**config.mk**
```make
export PLATFORM = sky130hd
export DESIGN_NAME = bitband_bridge
export DESIGN_NICKNAME = d
export VERILOG_FILES = /design/src/rtl/bb_pkg.sv /design/src/rtl/bb_window_decode.sv /design/src/rtl/bb_bit_mask.sv /design/src/rtl/bb_rmw_seq.sv /design/src/rtl/bitband_bridge.sv
export SDC_FILE = /design/constraint.sdc
export NUM_CORES = 1
export LEC_CHECK = 0
export ABC_CLOCK_PERIOD_IN_PS = 2250
export BUFFER_PORTS_ARGS = -buffer_cell sky130_fd_sc_hd__clkbuf_2
export CAP_MARGIN = 20
export CORE_ASPECT_RATIO = 0.9
export CORE_MARGIN = 4
export CORE_UTILIZATION = 25
export DETAILED_ROUTE_END_ITERATION = 16
export PLACE_DENSITY = 0.47
export SYNTH_ARGS = -nofsm -noshare
export SYNTH_HDL_FRONTEND = slang
export SYNTH_HIERARCHICAL = 1
export SYNTH_SLANG_ARGS = --single-unit
```
**constraint.sdc**
```tcl
create_clock -name clk -period 2.25 [get_ports clk]
set_input_delay 0 -clock clk [delete_from_list [all_inputs] [get_ports clk]]
set_output_delay 0 -clock clk [all_outputs]
set_load 0.005 [all_outputs]
```
**src/rtl/bb_pkg.sv**
```systemverilog
package bb_pkg;
  typedef enum logic [1:0] {
    SZ_BYTE = 2'd0,
    SZ_HALF = 2'd1,
    SZ_WORD = 2'd2,
    SZ_RSVD = 2'd3
  } bb_size_e;

  typedef enum logic [2:0] {
    ST_IDLE    = 3'd0,
    ST_RD_REQ  = 3'd1,
    ST_RD_WAIT = 3'd2,
    ST_WR_REQ  = 3'd3,
    ST_WR_WAIT = 3'd4,
    ST_RESP    = 3'd5
  } bb_state_e;

  // one alias word per target bit: 8 bits per byte, 4 bytes per alias word
  localparam int unsigned ALIAS_BYTE_SHIFT = 5;
  localparam int unsigned ALIAS_BIT_LSB    = 2;
  localparam int unsigned BIT_IDX_W        = 5;
endpackage

```
**src/rtl/bb_window_decode.sv**
```systemverilog
module bb_window_decode
  import bb_pkg::*;
#(
  parameter int unsigned ADDR_W    = 32,
  parameter int unsigned NUM_WIN   = 2,
  parameter int unsigned SPAN_LOG2 = 25,
  parameter logic [NUM_WIN*ADDR_W-1:0] ALIAS_BASES = {32'h4200_0000, 32'h2200_0000},
  parameter logic [NUM_WIN*ADDR_W-1:0] TGT_BASES   = {32'h4000_0000, 32'h2000_0000}
) (
  input  logic [ADDR_W-1:0]    addr,
  input  logic [1:0]           size,
  output logic                 hit,
  output logic [ADDR_W-1:0]    tgt_addr,
  output logic [BIT_IDX_W-1:0] bit_idx
);
  localparam logic [ADDR_W-1:0] SPAN_MASK =
    ADDR_W'((64'd1 << SPAN_LOG2) - 64'd1);

  logic [NUM_WIN-1:0]             match;
  logic [NUM_WIN-1:0][ADDR_W-1:0] raw_tgt;
  logic [ADDR_W-1:0]              sel_tgt;

  for (genvar w = 0; w < NUM_WIN; w++) begin : g_win
    localparam logic [ADDR_W-1:0] AB = ALIAS_BASES[w*ADDR_W +: ADDR_W];
    localparam logic [ADDR_W-1:0] TB = TGT_BASES[w*ADDR_W +: ADDR_W];
    assign match[w]   = (addr[ADDR_W-1:SPAN_LOG2] == AB[ADDR_W-1:SPAN_LOG2]);
    assign raw_tgt[w] = TB | ((addr & SPAN_MASK) >> ALIAS_BYTE_SHIFT);
  end

  always_comb begin
    sel_tgt = '0;
    for (int w = 0; w < NUM_WIN; w++) begin
      if (match[w]) sel_tgt = raw_tgt[w];
    end
  end

  assign hit = |match;

  always_comb begin
    unique case (bb_size_e'(size))
      SZ_BYTE: begin
        tgt_addr = sel_tgt;
        bit_idx  = {2'b00, addr[ALIAS_BIT_LSB +: 3]};
      end
      SZ_HALF: begin
        tgt_addr = {sel_tgt[ADDR_W-1:1], 1'b0};
        bit_idx  = {1'b0, addr[ALIAS_BIT_LSB +: 4]};
      end
      default: begin
        tgt_addr = {sel_tgt[ADDR_W-1:2], 2'b00};
        bit_idx  = addr[ALIAS_BIT_LSB +: 5];
      end
    endcase
  end

  logic unused_lo;
  assign unused_lo = ^addr[ALIAS_BIT_LSB-1:0];
endmodule

```
**src/rtl/bb_bit_mask.sv**
```systemverilog
module bb_bit_mask
  import bb_pkg::*;
#(
  parameter int unsigned DATA_W = 32
) (
  input  logic [DATA_W-1:0]    rd_data,
  input  logic [BIT_IDX_W-1:0] bit_idx,
  input  logic                 set_val,
  output logic                 bit_val,
  output logic [DATA_W-1:0]    wr_data
);
  logic [DATA_W-1:0] mask;

  for (genvar i = 0; i < DATA_W; i++) begin : g_lane
    assign mask[i]    = (bit_idx == BIT_IDX_W'(i));
    assign wr_data[i] = mask[i] ? set_val : rd_data[i];
  end

  assign bit_val = |(rd_data & mask);
endmodule

```
**src/rtl/bb_rmw_seq.sv**
```systemverilog
module bb_rmw_seq
  import bb_pkg::*;
#(
  parameter int unsigned ADDR_W = 32,
  parameter int unsigned DATA_W = 32
) (
  input  logic                 clk,
  input  logic                 rst_n,
  input  logic                 m_req_valid,
  output logic                 m_req_ready,
  input  logic [ADDR_W-1:0]    m_req_addr,
  input  logic                 m_req_write,
  input  logic [1:0]           m_req_size,
  input  logic [DATA_W-1:0]    m_req_wdata,
  input  logic                 dec_hit,
  input  logic [ADDR_W-1:0]    dec_addr,
  input  logic [BIT_IDX_W-1:0] dec_bit,
  output logic                 m_rsp_valid,
  input  logic                 m_rsp_ready,
  output logic [DATA_W-1:0]    m_rsp_rdata,
  output logic                 s_req_valid,
  input  logic                 s_req_ready,
  output logic [ADDR_W-1:0]    s_req_addr,
  output logic                 s_req_write,
  output logic [1:0]           s_req_size,
  output logic [DATA_W-1:0]    s_req_wdata,
  output logic                 s_req_lock,
  input  logic                 s_rsp_valid,
  output logic                 s_rsp_ready,
  input  logic [DATA_W-1:0]    s_rsp_rdata,
  output logic [DATA_W-1:0]    rd_hold,
  output logic [BIT_IDX_W-1:0] bit_sel,
  output logic                 set_val,
  input  logic                 bit_val,
  input  logic [DATA_W-1:0]    mod_data
);
  bb_state_e            state_q, state_d;
  logic                 alias_q, write_q;
  logic [1:0]           size_q;
  logic [ADDR_W-1:0]    addr_q;
  logic [DATA_W-1:0]    wdata_q, rdata_q;
  logic [BIT_IDX_W-1:0] bit_q;
  logic                 accept, rmw_op;

  assign accept = m_req_valid && (state_q == ST_IDLE);
  assign rmw_op = alias_q && write_q;

  always_comb begin
    state_d = state_q;
    unique case (state_q)
      ST_IDLE:    if (m_req_valid)
                    state_d = (m_req_write && !dec_hit) ? ST_WR_REQ : ST_RD_REQ;
      ST_RD_REQ:  if (s_req_ready) state_d = ST_RD_WAIT;
      ST_RD_WAIT: if (s_rsp_valid) state_d = rmw_op ? ST_WR_REQ : ST_RESP;
      ST_WR_REQ:  if (s_req_ready) state_d = ST_WR_WAIT;
      ST_WR_WAIT: if (s_rsp_valid) state_d = ST_RESP;
      ST_RESP:    if (m_rsp_ready) state_d = ST_IDLE;
      default:    state_d = ST_IDLE;
    endcase
  end

  always_ff @(posedge clk or negedge rst_n) begin
    if (!rst_n) begin
      state_q <= ST_IDLE;
      alias_q <= 1'b0;
      write_q <= 1'b0;
      size_q  <= 2'b00;
      addr_q  <= '0;
      wdata_q <= '0;
      rdata_q <= '0;
      bit_q   <= '0;
    end else begin
      state_q <= state_d;
      if (accept) begin
        alias_q <= dec_hit;
        write_q <= m_req_write;
        size_q  <= m_req_size;
        addr_q  <= dec_hit ? dec_addr : m_req_addr;
        wdata_q <= m_req_wdata;
        bit_q   <= dec_bit;
      end
      if (state_q == ST_RD_WAIT && s_rsp_valid) rdata_q <= s_rsp_rdata;
    end
  end

  assign m_req_ready = (state_q == ST_IDLE);
  assign s_req_valid = (state_q == ST_RD_REQ) || (state_q == ST_WR_REQ);
  assign s_req_write = (state_q == ST_WR_REQ);
  assign s_req_addr  = addr_q;
  assign s_req_size  = size_q;
  assign s_req_wdata = alias_q ? mod_data : wdata_q;
  assign s_rsp_ready = (state_q == ST_RD_WAIT) || (state_q == ST_WR_WAIT);
  assign s_req_lock  = rmw_op && (state_q inside {ST_RD_REQ, ST_RD_WAIT, ST_WR_REQ, ST_WR_WAIT});
  assign m_rsp_valid = (state_q == ST_RESP);
  assign m_rsp_rdata = write_q ? '0 : (alias_q ? DATA_W'(bit_val) : rdata_q);

  assign rd_hold = rdata_q;
  assign bit_sel = bit_q;
  assign set_val = wdata_q[0];


  rsp_hold_chk: assert property (@(posedge clk) disable iff (!rst_n)
    m_rsp_valid && !m_rsp_ready |=> m_rsp_valid && $stable(m_rsp_rdata));

  sreq_hold_chk: assert property (@(posedge clk) disable iff (!rst_n)
    s_req_valid && !s_req_ready |=> s_req_valid && $stable(s_req_addr) && $stable(s_req_write) && $stable(s_req_size));

  lock_drop_chk: assert property (@(posedge clk) disable iff (!rst_n)
    $fell(s_req_lock) |-> m_rsp_valid);

  lock_wr_chk: assert property (@(posedge clk) disable iff (!rst_n)
    s_req_valid && s_req_write && s_req_lock |-> $past(s_req_lock));

  idle_quiet_chk: assert property (@(posedge clk) disable iff (!rst_n)
    m_req_ready |-> !m_rsp_valid && !s_req_valid && !s_req_lock);
endmodule

```
**src/rtl/bitband_bridge.sv**
```systemverilog
module bitband_bridge
  import bb_pkg::*;
#(
  parameter int unsigned ADDR_W    = 32,
  parameter int unsigned DATA_W    = 32,
  parameter int unsigned NUM_WIN   = 2,
  parameter int unsigned SPAN_LOG2 = 25,
  parameter logic [NUM_WIN*ADDR_W-1:0] ALIAS_BASES = {32'h4200_0000, 32'h2200_0000},
  parameter logic [NUM_WIN*ADDR_W-1:0] TGT_BASES   = {32'h4000_0000, 32'h2000_0000}
) (
  input  logic              clk,
  input  logic              rst_n,
  input  logic              m_req_valid,
  output logic              m_req_ready,
  input  logic [ADDR_W-1:0] m_req_addr,
  input  logic              m_req_write,
  input  logic [1:0]        m_req_size,
  input  logic [DATA_W-1:0] m_req_wdata,
  output logic              m_rsp_valid,
  input  logic              m_rsp_ready,
  output logic [DATA_W-1:0] m_rsp_rdata,
  output logic              s_req_valid,
  input  logic              s_req_ready,
  output logic [ADDR_W-1:0] s_req_addr,
  output logic              s_req_write,
  output logic [1:0]        s_req_size,
  output logic [DATA_W-1:0] s_req_wdata,
  output logic              s_req_lock,
  input  logic              s_rsp_valid,
  output logic              s_rsp_ready,
  input  logic [DATA_W-1:0] s_rsp_rdata
);
  logic                 dec_hit;
  logic [ADDR_W-1:0]    dec_addr;
  logic [BIT_IDX_W-1:0] dec_bit;
  logic [DATA_W-1:0]    rd_hold, mod_data;
  logic [BIT_IDX_W-1:0] bit_sel;
  logic                 set_val, bit_val;

  bb_window_decode #(
    .ADDR_W(ADDR_W), .NUM_WIN(NUM_WIN), .SPAN_LOG2(SPAN_LOG2),
    .ALIAS_BASES(ALIAS_BASES), .TGT_BASES(TGT_BASES)
  ) u_decode (
    .addr(m_req_addr), .size(m_req_size),
    .hit(dec_hit), .tgt_addr(dec_addr), .bit_idx(dec_bit)
  );

  bb_bit_mask #(.DATA_W(DATA_W)) u_mask (
    .rd_data(rd_hold), .bit_idx(bit_sel), .set_val(set_val),
    .bit_val(bit_val), .wr_data(mod_data)
  );

  bb_rmw_seq #(.ADDR_W(ADDR_W), .DATA_W(DATA_W)) u_seq (
    .clk(clk), .rst_n(rst_n),
    .m_req_valid(m_req_valid), .m_req_ready(m_req_ready),
    .m_req_addr(m_req_addr), .m_req_write(m_req_write),
    .m_req_size(m_req_size), .m_req_wdata(m_req_wdata),
    .dec_hit(dec_hit), .dec_addr(dec_addr), .dec_bit(dec_bit),
    .m_rsp_valid(m_rsp_valid), .m_rsp_ready(m_rsp_ready), .m_rsp_rdata(m_rsp_rdata),
    .s_req_valid(s_req_valid), .s_req_ready(s_req_ready), .s_req_addr(s_req_addr),
    .s_req_write(s_req_write), .s_req_size(s_req_size), .s_req_wdata(s_req_wdata),
    .s_req_lock(s_req_lock),
    .s_rsp_valid(s_rsp_valid), .s_rsp_ready(s_rsp_ready), .s_rsp_rdata(s_rsp_rdata),
    .rd_hold(rd_hold), .bit_sel(bit_sel), .set_val(set_val),
    .bit_val(bit_val), .mod_data(mod_data)
  );
endmodule

```
==> flow_summary.toml <==
[global_route]
grt_pass1_vias = 5721
grt_start_max_net_pins = 45
grt_usage_pct = 14.4
grt_pass1_wl_mm = 33.5
grt_overflow = 0
antenna_found_initial = 0

[routing]
drt_iter0_markers = 219
firstDrtPassIters = 4
drcViolationCount = 0
drt-wirelength-per-cell_um = 17.5
vias = 5484
ant_nets = 0
via_per_inst = 4.42
drt-total-wl_mm = 21.8

[clock_tree]
clock-sinks = 108
clock_latency_ns = 0.36
clockRootBuffer = "clkbuf_16"
cts_buffers = 9
cts_buffer_depth = 2
htreeDepth = 3
path_clk_slew_ns = 0.07
cts_tree = "done"

[logic_synthesis]
synth_top_cells_by_area = "dfrtp_1, mux2_2, mux2i_1"
yosysWarnings = 6
synth_edf_count = 0
synthCells = 592
ys.flop_type = "dfrtp_1"
synth_top_area_share_pct = 40.2
yosysMostFrequentCell = "mux2_2"
synth_top_cell_by_area = "dfrtp_1"
synth.avg_cell_area_um2 = 11.4
seq_area_frac_synth_pct = 40.2
ys_ff_latch = 108
ys_types = 51
synthArstFlopShare_pct = 100
syn_area_um2 = 6730
synth_common_cells = "mux2_2, dfrtp_1, nor2_1"

[min_path]
hp-class = "in2reg"

[floorplan]
die_x_um = 181
rows = 56
ios = 209
die-area_um2 = 29600
start_util_pct = 25.6
coreArea_um2 = 26300
die_y_um = 164

[sta]
timing.fmax_ghz = 0.452
drv_slew = 0
setup_viol = 0
fin_crit_ns = 2.21
rsz0062_at_grt = "true"
fin_crit_sh_pct = 98.3
worst_slew_pin_slew_ns = 0.977
fin_skew_ns = 0.0146
hold_violations = 0
fin_hold_ws_ns = 0.0218
slew_headroom_pct = 34.9
layout_setup_ws_ns = 0.0392

[placement]
place.gp.congestion = 0.767
place_ws_ns = 0.313
io_buffers = 208
dp_hpwl_mm = 15.7
place_inst = 1121

[worst_setup_path]
cp_data_required_time_ns = 2.25
end_kind = "output port"
start_kind = "flip-flop"
crit_type = "reg2out"
critPathMaxFanout = 13
worstPathArrival_ns = 2.21

[finish]
post-route-util_pct = 36.0
final_layout_size_suffix_gt1_share_pct = 51.1
final_nets = 994
syn2layout_area_growth_pct = 40.8
antenna_cells = 0
layoutNonFillerInstCount = 1242

[pwr]
internal_power_mw = 6.86
p_comb_share_pct = 50.5
switching_share_pct = 38.5
power_switching_mw = 4.29
power_frac_clock_pct = 15.2
p_total_mw = 11.2
power_frac_seq_pct = 34.3
ir_drop_mv = 0.385
p_per_area_nw_per_um2 = 1180
p_leak_nw = 4.04

[flow_run]
drv_cap = 0

[run_status]
outcome = "complete, no violations"
==> kinds of logic after synthesis <==
logic type	Yosys count	share of synthesized area, %
DFF	108	40.2
xor gates and xnor gates	2	0.260
AOI/OAI and AO/OA	56	5.97
buffers and inverters	67	6.96
muxes	183	30.1
other	1	0.0558
and+or+nand+nor	175	16.5
==> metal layers <==
| metal | share of wire [%] | global-route usage, % |
|---|---|---|
| met4 | 1.4 | 3.47 |
| met3 | 6.1 | 3.96 |
| met2 | 46 | 23.0 |
| met1 | 47 | 19.5 |
| met5 | 0 | 0 |
==> placed cells by master, fill, tap and decap left out, types with 4 or more instances in the layout <==
master,instances
inv_1,4
dlygate4sd3_1,97
conb_1,10
dfrtp_1,103
clkbuf_16,9
nand3b_1,5
a21oi_1,14
buf_4,29
dfrtp_2,5
nand3_1,9
o21ai_0,6
nor3_2,4
nor3_1,4
clkbuf_2,207
nor2_1,49
buf_12,6
nand2_1,26
mux2i_1,41
and2_1,33
nor4b_2,16
a21oi_2,19
mux2_2,138
==> sequential cells by signal (all words and copies together) (netlist names) <==
name	count
u_seq/write_q	1
u_seq/state_q	3
u_seq/wdata_q	32
u_seq/alias_q	1
u_seq/rd_hold	32
u_seq/s_req_addr	32
u_seq/bit_sel	5
u_seq/s_req_size	2
==> critical path, cell delays in order (launching register included) <==
cell and delay, ns:
dfrtp_2 0.39, buf_12 0.15, mux4_2 0.51, nand2_1 0.10, o21ai_1 0.07, a31oi_1 0.15
nand4_1 0.11, mux2i_1 0.18, nor2_1 0.08, clkbuf_2 0.13
==> metrics by stage <==
stage | instance area, µm² | TNS [ns]
after detailed placement | 8080 | 0
after CTS | 9410 | 0
final | 9470 | 0
after global placement | 8080 | 0
after floorplan | 6760 | 0
after global routing | 9470 | -0.0629
==> timing repair <==
action,CTS,global route
hold buffers,97,0
endpoints found under the setup margin,10,8
cloned,1,0
gates resized for setup,6,2
hold endpoints to repair,129,0
buffers inserted,1,6
==> final cells by class <==
type | count | area (µm²)
Clock buffer | 9 | 225
Clock inverter | 7 | 80.1
Multi-Input combinational cell | 426 | 3630
Fill cell | 2646 | 16800
Sequential cell | 108 | 2710
Timing Repair Buffer | 340 | 2380
Tap cell | 348 | 435
Inverter | 4 | 15.0
==> power groups by stage <==
| stage | Sequential [mW] | Clock, mW | Combinational [mW] |
|---|---|---|---|
| 2_1_floorplan | 3.45 | 0 | 3.53 |
| 3_3_place_gp | 3.85 | 0 | 5.35 |
| 3_5_place_dp | 3.87 | 0 | 5.33 |
| 4_1_cts | 3.84 | 1.78 | 5.62 |
| 5_1_grt | 3.98 | 1.84 | 6.18 |
| 6_report | 3.82 | 1.69 | 5.63 |
==> path summary, 6_finish.rpt <==
check | from | to | slack, ns | cells after the start
setup / recovery | u_seq/bit_sel[0] | m_rsp_rdata[0] | 0.04 | 9
hold / removal | m_req_addr[11] | u_seq/s_req_addr[11] | 0.02 | 3
setup reg to reg | u_seq/state_q[0] | u_seq/s_req_addr[18] | 0.43 | 6
hold reg to reg | u_seq/wdata_q[5] | u_seq/wdata_q[5] | 0.51 | 1
max in group asynchronous | rst_n | u_seq/bit_sel[0] | 1.34 | 3
min in group asynchronous | rst_n | u_seq/rd_hold[20] | 0.16 | 2
(Power assumes the default switching activity.)
